### config.mk
export PLATFORM = sky130hd
export DESIGN_NAME = mc_ctrl
export DESIGN_NICKNAME = d
export VERILOG_FILES = /design/src/rtl/mc_ctrl_pkg.sv /design/src/rtl/mc_ctrl_fsm.sv /design/src/rtl/mc_ctrl_imm_dec.sv /design/src/rtl/mc_ctrl_alu_dec.sv /design/src/rtl/mc_ctrl.sv
export SDC_FILE = /design/constraint.sdc
export NUM_CORES = 1
export LEC_CHECK = 0
export BUFFER_PORTS_ARGS = -buffer_cell sky130_fd_sc_hd__buf_2
export CAP_MARGIN = 20
export CORE_AREA = 4 4 41 43
export CTS_BUF_LIST = sky130_fd_sc_hd__clkbuf_4
export CTS_CLUSTER_SIZE = 40
export DETAILED_ROUTE_END_ITERATION = 16
export DIE_AREA = 0 0 45 47
export PLACE_DENSITY = 0.83
export SLEW_MARGIN = 15
export SYNTH_ARGS = -nofsm -noshare
export SYNTH_HDL_FRONTEND = slang
export SYNTH_SLANG_ARGS = --single-unit
### constraint.sdc
create_clock -name clk_i -period 1.9 [get_ports clk_i]
set_clock_uncertainty 0.15 [all_clocks]
set_input_delay 0.38 -clock clk_i [delete_from_list [all_inputs] [get_ports clk_i]]
set_output_delay 0.38 -clock clk_i [all_outputs]
set_load 0.01 [all_outputs]
### src/rtl/mc_ctrl_pkg.sv
package mc_ctrl_pkg;
  localparam int OPC_W = 7;
  localparam int F3_W  = 3;
  localparam int SEL_W = 2;
  localparam int ALU_W = 3;

  localparam logic [OPC_W-1:0] OPC_LOAD  = 7'b0000011;
  localparam logic [OPC_W-1:0] OPC_STORE = 7'b0100011;
  localparam logic [OPC_W-1:0] OPC_REG   = 7'b0110011;
  localparam logic [OPC_W-1:0] OPC_IMM   = 7'b0010011;
  localparam logic [OPC_W-1:0] OPC_BR    = 7'b1100011;
  localparam logic [OPC_W-1:0] OPC_JMP   = 7'b1101111;

  localparam logic [ALU_W-1:0] ALU_ADD = 3'b010;
  localparam logic [ALU_W-1:0] ALU_SUB = 3'b110;
  localparam logic [ALU_W-1:0] ALU_OR  = 3'b001;
  localparam logic [ALU_W-1:0] ALU_AND = 3'b000;
  localparam logic [ALU_W-1:0] ALU_SLT = 3'b111;

  typedef enum logic [3:0] {
    ST_FETCH, ST_DECODE, ST_MEM_ADDR, ST_MEM_RD, ST_MEM_WB, ST_MEM_WR,
    ST_EXEC_R, ST_EXEC_I, ST_ALU_WB, ST_BRANCH, ST_JUMP
  } ctrl_state_e;
endpackage

### src/rtl/mc_ctrl_fsm.sv
module mc_ctrl_fsm
  import mc_ctrl_pkg::*;
(
  input  logic             clk_i,
  input  logic             rst_ni,
  input  logic [OPC_W-1:0] opcode_i,
  output ctrl_state_e      state_o
);
  ctrl_state_e state_q, state_d;

  always_comb begin
    state_d = ST_FETCH;
    unique case (state_q)
      ST_FETCH:  state_d = ST_DECODE;
      ST_DECODE: begin
        unique case (opcode_i)
          OPC_LOAD, OPC_STORE: state_d = ST_MEM_ADDR;
          OPC_REG:             state_d = ST_EXEC_R;
          OPC_IMM:             state_d = ST_EXEC_I;
          OPC_BR:              state_d = ST_BRANCH;
          OPC_JMP:             state_d = ST_JUMP;
          default:             state_d = ST_FETCH;
        endcase
      end
      ST_MEM_ADDR: state_d = (opcode_i == OPC_STORE) ? ST_MEM_WR : ST_MEM_RD;
      ST_MEM_RD:   state_d = ST_MEM_WB;
      ST_EXEC_R, ST_EXEC_I, ST_JUMP: state_d = ST_ALU_WB;
      default:     state_d = ST_FETCH;
    endcase
  end

  always_ff @(posedge clk_i or negedge rst_ni) begin
    if (!rst_ni) state_q <= ST_FETCH;
    else         state_q <= state_d;
  end

  assign state_o = state_q;
endmodule

### src/rtl/mc_ctrl_imm_dec.sv
module mc_ctrl_imm_dec
  import mc_ctrl_pkg::*;
(
  input  logic [OPC_W-1:0] opcode_i,
  output logic [SEL_W-1:0] imm_fmt_o
);
  always_comb begin
    unique case (opcode_i)
      OPC_STORE: imm_fmt_o = 2'b01;
      OPC_BR:    imm_fmt_o = 2'b10;
      OPC_JMP:   imm_fmt_o = 2'b11;
      default:   imm_fmt_o = 2'b00;  // I-type, and don't-care for others
    endcase
  end
endmodule

### src/rtl/mc_ctrl_alu_dec.sv
module mc_ctrl_alu_dec
  import mc_ctrl_pkg::*;
(
  input  logic [F3_W-1:0]  funct3_i,
  input  logic             funct7_b5_i,
  output logic [ALU_W-1:0] reg_op_o
);
  always_comb begin
    unique case (funct3_i)
      3'b000:  reg_op_o = funct7_b5_i ? ALU_SUB : ALU_ADD;
      3'b010:  reg_op_o = ALU_SLT;
      3'b110:  reg_op_o = ALU_OR;
      3'b111:  reg_op_o = ALU_AND;
      default: reg_op_o = ALU_ADD;
    endcase
  end
endmodule

### src/rtl/mc_ctrl.sv
module mc_ctrl
  import mc_ctrl_pkg::*;
(
  input  logic             clk_i,
  input  logic             rst_ni,
  input  logic [OPC_W-1:0] opcode_i,
  input  logic [F3_W-1:0]  funct3_i,
  input  logic             funct7_b5_i,
  input  logic             zero_i,
  output logic [SEL_W-1:0] imm_fmt_o,
  output logic [SEL_W-1:0] opa_sel_o,
  output logic [SEL_W-1:0] opb_sel_o,
  output logic [SEL_W-1:0] res_sel_o,
  output logic             addr_sel_o,
  output logic [ALU_W-1:0] alu_op_o,
  output logic             ir_we_o,
  output logic             pc_we_o,
  output logic             rf_we_o,
  output logic             mem_we_o
);
  ctrl_state_e      state;
  logic [ALU_W-1:0] reg_op;

  mc_ctrl_fsm u_fsm (
    .clk_i   (clk_i),
    .rst_ni  (rst_ni),
    .opcode_i(opcode_i),
    .state_o (state)
  );

  mc_ctrl_imm_dec u_imm (
    .opcode_i (opcode_i),
    .imm_fmt_o(imm_fmt_o)
  );

  mc_ctrl_alu_dec u_alu (
    .funct3_i   (funct3_i),
    .funct7_b5_i(funct7_b5_i),
    .reg_op_o   (reg_op)
  );

  always_comb begin
    opa_sel_o  = 2'b00;
    opb_sel_o  = 2'b00;
    res_sel_o  = 2'b00;
    addr_sel_o = 1'b0;
    alu_op_o   = ALU_ADD;
    ir_we_o    = 1'b0;
    pc_we_o    = 1'b0;
    rf_we_o    = 1'b0;
    mem_we_o   = 1'b0;
    unique case (state)
      ST_FETCH: begin
        opb_sel_o = 2'b10;
        res_sel_o = 2'b10;  // ALU result straight to PC
        ir_we_o   = 1'b1;
        pc_we_o   = 1'b1;
      end
      ST_DECODE: begin
        opa_sel_o = 2'b01;
        opb_sel_o = 2'b01;
      end
      ST_EXEC_R: begin
        opa_sel_o = 2'b10;
        alu_op_o  = reg_op;
      end
      ST_EXEC_I, ST_MEM_ADDR: begin
        opa_sel_o = 2'b10;
        opb_sel_o = 2'b01;
      end
      ST_ALU_WB: rf_we_o = 1'b1;
      ST_MEM_RD: addr_sel_o = 1'b1;
      ST_MEM_WB: begin
        rf_we_o   = 1'b1;
        res_sel_o = 2'b01;
      end
      ST_MEM_WR: begin
        addr_sel_o = 1'b1;
        mem_we_o   = 1'b1;
      end
      ST_BRANCH: begin
        opa_sel_o = 2'b10;
        alu_op_o  = ALU_SUB;
        pc_we_o   = zero_i;
      end
      ST_JUMP: begin
        opa_sel_o = 2'b01;
        opb_sel_o = 2'b10;
        pc_we_o   = 1'b1;
      end
      default: ;
    endcase
  end
endmodule

==> flow_summary.toml <==
[outcome]
status = "completed"

[critical_path]
r2r_cells = 5
crit_fanout = 7
r2r-start = "u_fsm.state_o[1]"
r2r_slack_ns = 0.42
end_kind = "output port"
crit_required_ns = 1.37
crit_path_start_kind = "register"
rr_endpoint = "u_fsm.state_o[1]"
path_class = "reg2out"
worstPathArrival_ns = 1.34

[layout]
largest_reg_flops = 4
fillers = 119
layout-area-overhead-vs-synth_pct = 57.0
multi_input_area_um2 = 442
n_antenna_cell = 0
final_common_cell = "buf_2"
drive_gt1_share_pct = 53.8
post-route-util_pct = 63.3
layout.nets = 120
final-seq-area_um2 = 105
final_cell_mix = "buf_2 (30), nor2_1 (5)"

[sta]
period_share_pct = 98.5
report.final.slew_viol_count = 0
fin_ws_ns = 0.0281
rsz0062_at_grt = "true"
setup_violations = 0
fmax_mhz = 534
finalSetupTns_ns = 0
worstMarginPinSlew_ns = 0.342
slew_headroom_pct = 77.1
hold_viol = 0
fin_hold_ws_ns = 0.325
min_period_ns = 1.87

[route]
ant_nets = 0
firstDrtPassIters = 4
drt-initial-drc-count = 9
drt-total-wl_um = 1550
vias = 646
drc = 0
routedWlPerCell_um = 13.0
vias_per_cell = 5.43

[logic_synthesis]
syn_nets = 83
synth_seq_area_share_pct = 19.1
synth_area_leaders = "dfrtp_1 (19%), nor3b_1 (7.2%), xnor2_1 (5.0%), buf_2 (3.8%), nor3_1 (3.8%)"
syn_area_per_cell_um2 = 7.60
yosysTopAreaCell = "dfrtp_1"
synth_edf_count = 0
ys.flop_type = "dfrtp_1"
yosysUniqueCellTypes = 33
syn_inst = 69
yosys.area.top_type_share_pct = 19.1
synth-seq-cells = 4
synthArstFlopShare_pct = 100
syn_area_um2 = 524
yosysWarnings = 0

[power]
peakVddDrop_mv = 0.519
p_per_area_mw_per_mm2 = 876
power_leakage_nw = 0.372

[clock_tree]
h-tree-depth = 1
clk_pin_slew_ns = 0.04
clock-sinks = 4
clk_path_buf_depth = 2
tritoncts = "built"
root_buffer = "clkbuf_4"
insertion_delay_ns = 0.24
numCtsBuffers = 3

[floorplan]
coreArea_mm2 = 0.00130
rows = 13
ios = 30
dieArea_mm2 = 0.00212
initial_core_util_pct = 40.3
die_x_um = 45
die_h_um = 47

[global_routing]
grt-ovfl-total = 0
grt_max_degree = 13
track_usage_pct = 14.7
grt_pass1_vias = 537
grt_pass1_wl_um = 2300
antenna_found_initial = 0

[min_path]
hp-class = "in2async"

[placed_design]
dp_hpwl_um = 1110
port-buffer-count = 29
pre_cts_slack_ns = 0.192
place_congestion = 0.769

[job]
cap_violations = 0
## area by class of cell
cell class	instances	share of cell area [%]
tap	15	2.28
clock buffer	3	2.74
sequential	4	12.8
timing repair buffer	39	28.6
multi-input combinational	58	53.6
## critical path: stages (launching register included)
cell and delay, ns:
dfrtp_2 0.44, or3b_4 0.41, a21oi_2 0.11, buf_2 0.14
## metal layers
layer	global-route usage (%)	share of wire (%)	wire length [um]	up-vias
li1	-	-	-	325
met1	17.4	40	620	293
met2	26.0	51	792	26
met3	0.766	7.5	117	2
met4	8.77	1.4	22	0
met5	0	0	0	-
## logic make-up after synthesis
| logic type | synth area share [%] |
|---|---|
| XOR/XNOR | 8.35 |
| AND/OR/NAND/NOR | 45.4 |
| AO/OA/AOI/OAI | 20.5 |
| flip-flops | 19.1 |
| buffers and inverters | 6.68 |
## worst max path at each step
stage / start / endpoint
after detailed placement: u_fsm.state_o[1] / opa_sel_o[0]
after global routing: u_fsm.state_o[1] / opb_sel_o[0]
after global placement: u_fsm.state_o[3] / opa_sel_o[0]
after CTS: u_fsm.state_o[1] / opb_sel_o[0]
after floorplan: u_fsm.state_o[2] / res_sel_o[1]
final: u_fsm.state_o[1] / opa_sel_o[0]
## through the flow
stage / cells / power (mW) / cell area [um^2]
after floorplan: 69 / 0.393 / 531
after global placement: 110 / 0.510 / 689
after detailed placement: 110 / 0.517 / 689
after CTS: 114 / 0.650 / 739
after global routing: 119 / 0.769 / 823
final: 119 / 0.721 / 823
## synthesized netlist by cell type (2+ instances only)
| master | instances |
|---|---|
| nor2_1 | 5 |
| nor3_1 | 4 |
| nand3_1 | 2 |
| nand2_1 | 4 |
| a22o_1 | 2 |
| a21oi_1 | 3 |
| clkbuf_1 | 2 |
| xnor2_1 | 3 |
| buf_2 | 4 |
| nor2b_1 | 3 |
| nor3b_1 | 5 |
| dfrtp_1 | 4 |
| o21ai_0 | 3 |
| nand3b_1 | 2 |
| xor2_1 | 2 |
| nand2b_1 | 3 |
| nand4b_1 | 2 |
## power by group
part | internal (mW) | total (mW) | switching (mW)
registers | 0.104 | 0.136 | 0.0317
logic | 0.248 | 0.477 | 0.230
clock network | 0.0708 | 0.108 | 0.0373
total | 0.422 | 0.721 | 0.299
## what timing repair did
| action | CTS | global route |
|---|---|---|
| endpoints found under the setup margin | 4 | 7 |
| setup buffers | 0 | 4 |
| hold endpoints to repair | 4 | 0 |
| hold buffers | 1 | 0 |
| pin swaps | 1 | 2 |
| resized for setup | 7 | 11 |
| cloned | 0 | 1 |
No activity file was read; power rests on OpenSTA's default activity.
